===== config.mk =====
export PLATFORM = sky130hd
export DESIGN_NAME = rex_viterbi
export DESIGN_NICKNAME = d
export VERILOG_FILES = /design/src/rtl/rex_viterbi.sv
export SDC_FILE = /design/constraint.sdc
export NUM_CORES = 2
export LEC_CHECK = 0
export BUFFER_PORTS_ARGS = -buffer_cell sky130_fd_sc_hd__buf_4
export CAP_MARGIN = 20
export CORE_ASPECT_RATIO = 0.7
export CORE_UTILIZATION = 65
export DETAILED_ROUTE_END_ITERATION = 7
export MAX_ROUTING_LAYER = met4
export PLACE_DENSITY_LB_ADDON = 0.05
export SLEW_MARGIN = 20
export SYNTH_ARGS = -nofsm -noshare
export SYNTH_HDL_FRONTEND = slang
export SYNTH_SLANG_ARGS = --single-unit

===== constraint.sdc =====
create_clock -name clk -period 73.1 [get_ports clk]
set_input_delay 0 -clock clk [delete_from_list [all_inputs] [get_ports clk]]
set_output_delay 0 -clock clk [all_outputs]
set_load 0.05 [all_outputs]

===== src/rtl/rex_viterbi.sv =====
module rex_viterbi #(
  parameter int DEPTH = 32,
  parameter int MW    = 8,
  parameter int CW    = 16
) (
  input  logic       clk,
  input  logic       rst_n,
  input  logic       in_valid,
  output logic       in_ready,
  input  logic [1:0] in_bits,
  input  logic       flush,
  output logic       out_valid,
  output logic       out_bit
);
  localparam int            NS   = 16;
  localparam int            FW   = $clog2(DEPTH + 1);
  localparam logic [4:0]    G0   = 5'b10011;
  localparam logic [4:0]    G1   = 5'b11101;
  localparam logic [MW-1:0] MAXM = {MW{1'b1}};
  localparam logic [MW-1:0] HALF = MW'(1 << (MW - 1));

  logic [MW-1:0]    pm   [NS];
  logic [DEPTH-1:0] sv   [NS];
  logic [MW-1:0]    nm   [NS];
  logic [DEPTH-1:0] nsv  [NS];
  logic             drop [NS];
  logic             flushing;
  logic [CW-1:0]    n_in, n_out, n_in_next;
  logic [FW-1:0]    fill;
  logic [MW-1:0]    pm_min, sub, bmin;
  logic [3:0]       best;
  logic             data_step, zero_step, step, done, emit, fill_done;

  function automatic logic [1:0] bmet(input logic [3:0] p, input logic u, input logic [1:0] r);
    logic [4:0] w;
    w = {u, p};
    return {1'b0, (^(w & G0)) ^ r[0]} + {1'b0, (^(w & G1)) ^ r[1]};
  endfunction

  function automatic logic [MW-1:0] clampm(input logic [MW:0] s);
    return s[MW] ? MAXM : s[MW-1:0];
  endfunction

  assign in_ready  = !flushing;
  assign data_step = in_valid && !flushing;
  assign done      = flushing && (n_out == n_in);
  assign zero_step = flushing && !done;
  assign step      = data_step || zero_step;
  assign fill_done = (fill == FW'(DEPTH));
  assign n_in_next = n_in + CW'(data_step);
  assign sub       = (pm_min >= HALF) ? pm_min : '0;
  assign emit      = step && fill_done && (n_out != n_in_next);

  always_comb begin
    pm_min = pm[0];
    for (int i = 1; i < NS; i++)
      if (pm[i] < pm_min) pm_min = pm[i];
  end

  for (genvar n = 0; n < NS; n++) begin : g_acs
    localparam logic [3:0] PA = 4'(2 * (n % 8));
    localparam logic [3:0] PB = 4'(2 * (n % 8) + 1);
    localparam logic       U  = 1'(n / 8);
    logic [1:0]  bma, bmb;
    logic [MW:0] sa, sb;
    logic        pick_b;
    assign bma    = zero_step ? 2'd0 : bmet(PA, U, in_bits);
    assign bmb    = zero_step ? 2'd0 : bmet(PB, U, in_bits);
    assign sa     = {1'b0, pm[PA]} + {{(MW-1){1'b0}}, bma} - {1'b0, sub};
    assign sb     = {1'b0, pm[PB]} + {{(MW-1){1'b0}}, bmb} - {1'b0, sub};
    assign pick_b = sb < sa;
    assign nm[n]  = (zero_step && U) ? MAXM : clampm(pick_b ? sb : sa);
    assign nsv[n] = {pick_b ? sv[PB][DEPTH-2:0] : sv[PA][DEPTH-2:0], U};
    assign drop[n] = pick_b ? sv[PB][DEPTH-1] : sv[PA][DEPTH-1];
  end

  always_comb begin
    best = '0;
    bmin = nm[0];
    for (int i = 1; i < NS; i++)
      if (nm[i] < bmin) begin
        bmin = nm[i];
        best = 4'(i);
      end
  end

  always_ff @(posedge clk or negedge rst_n) begin
    if (!rst_n) begin
      for (int i = 0; i < NS; i++) begin
        pm[i] <= (i == 0) ? '0 : MAXM;
        sv[i] <= '0;
      end
      flushing  <= 1'b0;
      n_in      <= '0;
      n_out     <= '0;
      fill      <= '0;
      out_valid <= 1'b0;
      out_bit   <= 1'b0;
    end else if (done) begin
      for (int i = 0; i < NS; i++) begin
        pm[i] <= (i == 0) ? '0 : MAXM;
        sv[i] <= '0;
      end
      flushing  <= 1'b0;
      n_in      <= '0;
      n_out     <= '0;
      fill      <= '0;
      out_valid <= 1'b0;
    end else begin
      out_valid <= emit;
      if (emit) begin
        out_bit <= drop[best];
        n_out   <= n_out + 1'b1;
      end
      if (step) begin
        for (int i = 0; i < NS; i++) begin
          pm[i] <= nm[i];
          sv[i] <= nsv[i];
        end
        if (!fill_done) fill <= fill + 1'b1;
      end
      n_in <= n_in_next;
      if (!flushing && flush) flushing <= 1'b1;
    end
  end

  AST_NO_OVERFLOW: assert property (@(posedge clk) disable iff (!rst_n)
    pm_min <= HALF + 1'b1);
  AST_NO_EARLY_OUT: assert property (@(posedge clk) disable iff (!rst_n)
    out_valid |-> fill_done);
  AST_ONE_PER_STEP: assert property (@(posedge clk) disable iff (!rst_n)
    out_valid |-> $past(step));
  AST_DRAIN_COMPLETE: assert property (@(posedge clk) disable iff (!rst_n)
    $fell(flushing) |-> $past(n_out == n_in));
  AST_FLUSH_HOLDS_INPUT: assert property (@(posedge clk) disable iff (!rst_n)
    (zero_step && in_valid) |=> $stable(n_in));
  AST_RESTART: assert property (@(posedge clk) disable iff (!rst_n)
    $fell(flushing) |-> (pm[0] == '0 && pm[1] == MAXM && n_in == '0 && !out_valid));
endmodule


==> impl_metrics.py <==
metrics = {
    "run_status": {
        "status": "completed",
    },
    "setup_path": {
        "r2r_end": "out_bit",
        "reg2reg_slack_ps": 8230,
        "crit_top_cell": "a21oi_1",
        "path_buf_inv": 21,
        "reg2reg_from": "pm[121]",
        "crit_required_ps": 73690,
        "arrival_ps": 65460,
        "cp_slowest_cell": "a21oi_1",
        "critPathTopFamily": "compound AO/OA/AOI/OAI gates",
        "r2r_cells": 297,
        "path_class": "reg2reg",
        "critPathMaxFanout": 19,
        "critPathLaunchType": "flip-flop",
        "max_stage_delay_ps": 840,
        "critPathCaptureType": "flip-flop",
    },
    "clock_network": {
        "cts_setup_buffers": 0,
        "htreeDepth": 3,
        "clkSinkCount": 621,
        "clk_pin_slew_worst_paths_ps": 70,
        "numCtsBuffers": 66,
        "cts_hold_buf": 3,
        "cts_tree": "yes",
        "ctsResizeCount": 0,
        "clock_path_buffers": 3,
        "cts_root_buf": "clkbuf_16",
        "clkLatencyLatePin_ps": 680,
    },
    "yosys": {
        "synth-edff-count": 0,
        "synth_fp_nets": 6535,
        "synth_cell_types": 116,
        "seq_area_frac_synth_pct": 30.3,
        "synth_warnings": 0,
        "ys_async_sr_fraction_pct": 100,
        "synth_seq_cells": 621,
        "syn_inst": 5896,
        "syn_area_per_cell_um2": 8.79,
        "synth_ff_type": "dfrtp_1",
        "syn_area_um2": 51800,
    },
    "layout": {
        "nFillCells": 6297,
        "final_common_cell": "nand2_1",
        "area_growth_pct": 5.87,
        "fin_nets": 6389,
        "drive_gt1_share_pct": 8.05,
        "post-route-util_pct": 69.6,
        "final_cell_mix": "753 x nand2_1, 737 x o21ai_0, 569 x ha_1",
    },
    "grt": {
        "grt_max_degree": 196,
        "grt_pass1_wl_um": 248000,
        "grt_pass1_vias": 41600,
        "gr-usage-all-layers_pct": 40.8,
        "grt_overflow_total": 0,
        "antenna_found_initial": 1,
    },
    "sta": {
        "fin_hold_ws_ps": 16.1,
        "min_period_ps": 64870,
        "rsz0062_at_grt": "false",
        "final_hold_viol_count": 0,
        "worst_slew_pin_slew_ps": 1160,
        "slew_violations": 0,
        "finalCritPeriodShare_pct": 88.7,
        "finalSetupTns_ps": 0,
        "finalClockSkew_ps": 47.0,
        "max_freq_mhz": 15.4,
        "setup_viol": 0,
        "slew_headroom_pct": 22.6,
    },
    "detailed_routing": {
        "via_per_inst": 6.52,
        "vias": 44700,
        "met1Wirelength_um": 74800,
        "firstDrtPassIters": 6,
        "wl_met2_um": 64600,
        "wl_met3_um": 18800,
        "antenna_left": 0,
        "routedWlPerCell_um": 23.6,
        "drcViolationCount": 0,
        "drtIter0Drc": 4898,
        "drt-total-wl_um": 162000,
        "dr.max_layer_used": "met4",
    },
    "placed_design": {
        "io_buffers": 8,
        "place_congestion": 1.04,
        "hpwl_um": 120000,
    },
    "run": {
        "maxCapViolCount": 0,
    },
    "floorplanning": {
        "die_area_um2": 80900,
        "core_area_um2": 78900,
        "start_util_pct": 65.7,
        "die_h_um": 238,
        "die_w_um": 340,
        "ios": 9,
        "row_count": 86,
    },
    "worst_hold_path": {
        "hp-class": "in2async",
    },
}
state kept, by name, summed over array words and instances, names as in the netlist:
signal	count
sv	452
out_bit	1
n_out	16
n_in	16
pm	128
out_valid	1
flushing	1
fill	6
final cells by class:
type                            count  area, um^2  share of cell area, %
Clock inverter                     26         295                  0.538
Inverter                          299        1120                   2.04
Timing Repair Buffer               76         623                   1.14
Tap cell                         1056        1320                   2.41
Multi-Input combinational cell   4686       34000                   61.9
Sequential cell                   621       15700                   28.6
Antenna cell                        2        5.00                0.00912
Clock buffer                       92        1870                   3.41
metal layers:
layer	GRT usage (%)	up-vias
met5	-	-
li1	-	20700
met1	61.1	21800
met3	10.0	267
met4	9.43	0
met2	54.6	2041
cell usage after synthesis (all sizes together) (88+ instances only):
master / instances / share of area [%]
dfrtp: 501 / 24
o21ai: 757 / 7.3
dfstp: 120 / 6.1
ha: 569 / 14
a31oi: 88 / 1.1
xnor2: 148 / 2.5
nor2: 266 / 1.9
xor2: 131 / 2.2
clkbuf: 236 / 1.8
nand2: 755 / 5.5
nand2b: 93 / 1.1
inv: 297 / 2.2
mux2i: 518 / 10
nor2b: 106 / 1.3
a21o: 185 / 2.7
a21oi: 337 / 3.3
how the worst max path moves through the flow:
stage / start / endpoint / slack (ps) / cells past startpoint
final: pm[121] / out_bit / 8230 / 297
after global routing: pm[121] / out_bit / 3570 / 298
after CTS: pm[122] / out_bit / 9530 / 296
after detailed placement: pm[121] / out_bit / 9800 / 296
after global placement: pm[122] / out_bit / 11730 / 287
after floorplan: pm[114] / out_bit / 16050 / 314
cell families after synthesis:
group	synth area share (%)
and+or+nand+nor	13.4
xor gates and xnor gates	4.71
AOI/OAI and AO/OA	19.7
muxes	11.1
buffers and inverters	4.45
DFF	30.3
adders and majority gates	16.4
through the flow:
stage                     worst slack (ps)  instances  instance area, um^2
after floorplan                      16050       5896                51800
after detailed placement              9800       6734                52700
after global placement               11730       6734                52700
after global routing                  3570       6857                54900
final                                 8230       6858                54900
after CTS                             9530       6855                54900
Power is left out: the tool's default activity adds up to more than one toggle a clock period on the data nets, which glitch-free logic cannot reach.
